`src/rtl/de_seq_pkg.sv`:
```
package de_seq_pkg;
  typedef enum logic [1:0] {
    SEQ_IDLE   = 2'd0,
    SEQ_LEAD   = 2'd1,
    SEQ_ACTIVE = 2'd2,
    SEQ_TAIL   = 2'd3
  } seq_state_t;
endpackage

```
`src/rtl/txen_cfg_hold.sv`:
```
// Captures timing fields and oversampling mode only while the block is disabled.
module txen_cfg_hold #(
  parameter int FW = 5
) (
  input  logic          clk,
  input  logic          rst,
  input  logic          enable,
  input  logic          over8_in,
  input  logic [FW-1:0] lead_in,
  input  logic [FW-1:0] tail_in,
  output logic          over8_q,
  output logic [FW-1:0] lead_q,
  output logic [FW-1:0] tail_q
);
  always_ff @(posedge clk) begin
    if (rst) begin
      over8_q <= 1'b0;
      lead_q  <= '0;
      tail_q  <= '0;
    end else if (!enable) begin
      over8_q <= over8_in;
      lead_q  <= lead_in;
      tail_q  <= tail_in;
    end
  end
endmodule

```
`src/rtl/txen_unit_timer.sv`:
```
// Counts base ticks; expires on the tick where the count equals the target.
module txen_unit_timer #(
  parameter int CW = 6
) (
  input  logic          clk,
  input  logic          rst,
  input  logic          clear,
  input  logic          tick,
  input  logic [CW-1:0] target,
  output logic          done
);
  logic [CW-1:0] cnt;

  assign done = tick && (cnt == target);

  always_ff @(posedge clk) begin
    if (rst || clear) begin
      cnt <= '0;
    end else if (tick && !done) begin
      cnt <= cnt + 1'b1;
    end
  end
endmodule

```
`src/rtl/txen_sequencer.sv`:
```
module txen_sequencer #(
  parameter int FW = 5
) (
  input  logic          clk,
  input  logic          rst,
  input  logic          enable,
  input  logic          tick,
  input  logic          frame_req,
  input  logic          stop_done,
  input  logic          over8,
  input  logic [FW-1:0] lead_time,
  input  logic [FW-1:0] tail_time,
  input  logic          de_pol,
  output logic          drv_en,
  output logic          frame_grant
);
  import de_seq_pkg::*;

  localparam int CW = FW + 1;

  logic          over8_q;
  logic [FW-1:0] lead_q;
  logic [FW-1:0] tail_q;
  logic [FW-1:0] field_sel;
  logic [CW-1:0] target;
  logic          t_done;
  logic          t_clear;

  seq_state_t st, nxt;
  logic       pend, pend_n;
  logic       grant_n;

  txen_cfg_hold #(.FW(FW)) u_cfg (
    .clk      (clk),
    .rst      (rst),
    .enable   (enable),
    .over8_in (over8),
    .lead_in  (lead_time),
    .tail_in  (tail_time),
    .over8_q  (over8_q),
    .lead_q   (lead_q),
    .tail_q   (tail_q)
  );

  // A sample unit is two base ticks in 8x mode.
  assign field_sel = (st == SEQ_LEAD) ? lead_q : tail_q;
  assign target    = over8_q ? {field_sel, 1'b0} : {1'b0, field_sel};

  txen_unit_timer #(.CW(CW)) u_timer (
    .clk    (clk),
    .rst    (rst),
    .clear  (t_clear),
    .tick   (tick),
    .target (target),
    .done   (t_done)
  );

  always_comb begin
    nxt     = st;
    pend_n  = pend;
    grant_n = 1'b0;
    case (st)
      SEQ_IDLE: begin
        if (frame_req) nxt = SEQ_LEAD;
      end
      SEQ_LEAD: begin
        if (t_done) begin
          nxt     = SEQ_ACTIVE;
          grant_n = 1'b1;
        end
      end
      SEQ_ACTIVE: begin
        if (frame_req) pend_n = 1'b1;
        if (stop_done) nxt = SEQ_TAIL;
      end
      SEQ_TAIL: begin
        if (frame_req) pend_n = 1'b1;
        if (t_done) begin
          nxt    = pend_n ? SEQ_LEAD : SEQ_IDLE;
          pend_n = 1'b0;
        end
      end
      default: nxt = SEQ_IDLE;
    endcase
    if (!enable) begin
      nxt     = SEQ_IDLE;
      pend_n  = 1'b0;
      grant_n = 1'b0;
    end
  end

  // Restart the unit count on every state change and while not counting.
  assign t_clear = (nxt != st) || (st == SEQ_IDLE) || (st == SEQ_ACTIVE);

  always_ff @(posedge clk) begin
    if (rst) begin
      st          <= SEQ_IDLE;
      pend        <= 1'b0;
      frame_grant <= 1'b0;
      drv_en      <= de_pol;
    end else begin
      st          <= nxt;
      pend        <= pend_n;
      frame_grant <= grant_n;
      drv_en      <= (nxt != SEQ_IDLE) ^ de_pol;
    end
  end
endmodule

```
`config.mk`:
```
export PLATFORM = sky130hd
export DESIGN_NAME = txen_sequencer
export DESIGN_NICKNAME = d
export VERILOG_FILES = /design/src/rtl/de_seq_pkg.sv /design/src/rtl/txen_cfg_hold.sv /design/src/rtl/txen_unit_timer.sv /design/src/rtl/txen_sequencer.sv
export SDC_FILE = /design/constraint.sdc
export NUM_CORES = 1
export LEC_CHECK = 0
export BUFFER_PORTS_ARGS = -buffer_cell sky130_fd_sc_hd__buf_2
export CORE_MARGIN = 8
export CORE_UTILIZATION = 25
export CTS_CLUSTER_DIAMETER = 40
export CTS_CLUSTER_SIZE = 16
export DETAILED_ROUTE_END_ITERATION = 10
export PLACE_DENSITY = 0.51
export SLEW_MARGIN = 10
export SYNTH_ARGS = -nofsm -noshare
export SYNTH_HDL_FRONTEND = slang
export SYNTH_SLANG_ARGS = --single-unit
```
`constraint.sdc`:
```
create_clock -name clk -period 7 [get_ports clk]
set_clock_uncertainty 0.1 [all_clocks]
set_input_delay 1.75 -clock clk [delete_from_list [all_inputs] [get_ports clk]]
set_output_delay 1.75 -clock clk [all_outputs]
set_load 0.05 [all_outputs]
```
==> impl_metrics.env <==
export IMPL_avgRoutedWirePerCell_um=13.4
export IMPL_fmax_mhz=361
export IMPL_p_per_area_nw_per_um2=195
export IMPL_ctsRootBufferMaster="clkbuf_8"
export IMPL_dieArea_um2=7190
export IMPL_final_nets=163
export IMPL_regArea_um2=440
export IMPL_p_leak_nw=0.539
export IMPL_fin_ws_ns=4.23
export IMPL_die_h_um=84.8
export IMPL_antenna_found_initial=0
export IMPL_syn2layout_area_growth_pct=15.2
export IMPL_syn_area_per_cell_um2=9.47
export IMPL_drt_iter0_markers=77
export IMPL_grt_pass1_wl_um=4490
export IMPL_finalCritPeriodShare_pct=39.5
export IMPL_worst_pin_slew_ns=0.374
export IMPL_drive_gt1_share_pct=23.1
export IMPL_cts_resized=0
export IMPL_rsz0062_at_grt="false"
export IMPL_setup_viol=0
export IMPL_arrival_ns=2.86
export IMPL_worstSetupStartpointType="input pin"
export IMPL_n_antenna_cell=0
export IMPL_tns_ns=0
export IMPL_route_detailed_drc=0
export IMPL_final_cell_mix="dfxtp_1, buf_2, nor2_1"
export IMPL_post_cts_setup_buffers=0
export IMPL_die_w_um=84.8
export IMPL_cts_made_buffers=3
export IMPL_critical_path_top_delay_family="compound AO/OA/AOI/OAI gates"
export IMPL_core_area_um2=4630
export IMPL_final_util_pct=29.5
export IMPL_vias=967
export IMPL_pre_cts_slack_ns=3.95
export IMPL_portBuffers=19
export IMPL_synthesis_area_um2=1180
export IMPL_finalHoldViolCount=0
export IMPL_multi_input_area_um2=698
export IMPL_worst_path_max_fanout=5
export IMPL_ctsHoldBuffers=0
export IMPL_cp_slowest_cell="a211oi_1"
export IMPL_hpwlAfterDp_um=2060
export IMPL_final_max_slew_viol_count=0
export IMPL_cts_sinks=22
export IMPL_syn_num_nets=144
export IMPL_hp_class="reg -> reg"
export IMPL_layout_min_cycle_time_ns=2.77
export IMPL_power_total_w=0.000265
export IMPL_drtPass1Iterations=6
export IMPL_avgViaCountPerCell=4.91
export IMPL_synthCells=125
export IMPL_gp_congestion=0.825
export IMPL_top_level_ports=20
export IMPL_ant_nets=0
export IMPL_max_cap_viol_count=0
export IMPL_grt_max_degree=14
export IMPL_crit_chain="buf_2, and2b_1, a211oi_1, o21ai_0, o31ai_2, xnor2_1"
export IMPL_initial_core_util_pct=25.6
export IMPL_grtUsageTotal_pct=7.62
export IMPL_nFillCells=511
export IMPL_relSlewSlack_pct=75.0
export IMPL_ys_ff_latch=22
export IMPL_crit_required_ns=7.10
export IMPL_drt_wl_total_um=2630
export IMPL_grt_remaining_overflow=0
export IMPL_criticalPathCategory="in -> reg"
export IMPL_clockBufferDepth=2
export IMPL_yosysWarnings=0
export IMPL_max_stage_delay_ns=0.30
export IMPL_clk_pin_slew_ns=0.08
export IMPL_grt_pass1_vias=1018
export IMPL_clk_latency_ns=0.26
export IMPL_rows=25
export IMPL_layout_commonest_cell="dfxtp_1"
export IMPL_ir_worst_vdd_uv=122
export IMPL_synth_cell_type_count=37
export IMPL_cts_tree="yes"
export IMPL_htree_levels=1
export IMPL_end_kind="flop"
export IMPL_synth_seq_area_share_pct=37.2
export IMPL_path_buf_inv=1
export IMPL_outcome="completed"
-- routing by layer --
layer,part of all wire (%),up-vias,GRT usage (%)
met4,0.84,0,2.43
li1,-,487,-
met5,0,-,0
met2,47,20,13.0
met1,47,458,8.16
met3,5.3,2,3.41
-- synthesized netlist by cell type --
| cell | instances | area share [%] |
|---|---|---|
| or3_1 | 2 | 1.1 |
| nand2_1 | 8 | 2.5 |
| mux2_4 | 1 | 1.3 |
| nand3_1 | 5 | 2.1 |
| o211ai_1 | 1 | 0.63 |
| xnor2_1 | 1 | 0.74 |
| buf_8 | 1 | 1.3 |
| or4_4 | 1 | 0.95 |
| a21o_1 | 1 | 0.63 |
| o21bai_1 | 1 | 0.63 |
| o21a_1 | 2 | 1.3 |
| a31oi_1 | 1 | 0.53 |
| buf_6 | 1 | 0.95 |
| a211oi_2 | 1 | 1.1 |
| nor4_1 | 1 | 0.53 |
| mux4_2 | 3 | 5.7 |
| mux2i_1 | 14 | 12 |
| inv_1 | 2 | 0.63 |
| and3_1 | 1 | 0.53 |
| dfxtp_1 | 22 | 37 |
| clkbuf_1 | 2 | 0.63 |
| nor2b_1 | 3 | 1.6 |
| nor3_1 | 4 | 1.7 |
| o21ai_0 | 4 | 1.7 |
| o21ai_2 | 1 | 0.74 |
| a21oi_1 | 5 | 2.1 |
| buf_1 | 1 | 0.32 |
| ha_1 | 1 | 1.1 |
| nor2_1 | 15 | 4.8 |
| nor2b_4 | 1 | 1.2 |
| and2b_1 | 1 | 0.63 |
| nand4_1 | 3 | 1.6 |
| nor4_2 | 1 | 1.1 |
| nand2b_1 | 3 | 1.6 |
| xor2_1 | 5 | 3.7 |
| a211oi_1 | 4 | 2.5 |
| o31ai_2 | 1 | 1.1 |
-- final cells by class --
cell class              instances  area share [%]
multi-input cells              96            51.2
flip-flops and latches         22            32.3
repair buffers                 19            6.97
well taps                      54            4.95
clock buffers                   4            4.04
inverters                       2           0.550
-- final timing paths --
path,depth (start not counted),end,slack (ns),from
setup / recovery,6,drv_en,4.23,frame_req
hold / removal,2,u_cfg.lead_q[4],0.43,u_cfg.lead_q[4]
setup reg to reg,7,drv_en,4.41,st[0]
hold reg to reg,2,u_cfg.lead_q[4],0.43,u_cfg.lead_q[4]
-- logic make-up after synthesis --
| group | after synthesis | synth area share (%) |
|---|---|---|
| buffers and inverters | 7 | 3.81 |
| AO/OA/AOI/OAI | 22 | 12.9 |
| AND/OR/NAND/NOR | 49 | 21.8 |
| multiplexers | 18 | 18.8 |
| XOR/XNOR | 6 | 4.44 |
| flip-flops | 22 | 37.2 |
| adder cells (fa/ha/maj) | 1 | 1.06 |
-- flip-flops by register name, indices dropped and copies added, names as in the netlist --
signal	cells
u_timer.cnt	6
u_cfg.lead_q	5
u_cfg.tail_q	5
st	2
drv_en	1
frame_grant	1
pend	1
u_cfg.over8_q	1
-- worst register-to-register path, delay by kind of cell, from the launching register on --
family           cells  cell delay, ns
AND/OR/NAND/NOR      2            0.77
AO/OA/AOI/OAI        3            0.75
XOR/XNOR             1            0.14
multiplexers         1            0.35
flip-flops           1            0.42
-- metrics by stage --
step / cell area (um2) / instances / hold slack, ns
final: 1360 / 197 / 0.429
after global routing: 1360 / 197 / 0.479
after CTS: 1360 / 197 / 0.442
after detailed placement: 1310 / 193 / 0.420
after global placement: 1310 / 193 / 0.411
after floorplan: 1180 / 125 / 0.376
-- power by group --
part	internal [W]	leakage [nW]	total, W	switching [W]
Clock	0.0000502	0.0288	0.0000919	0.0000417
Combinational	0.0000176	0.330	0.0000388	0.0000212
Sequential	0.000130	0.180	0.000135	0.00000480
No activity file was read; power rests on OpenSTA's default activity.
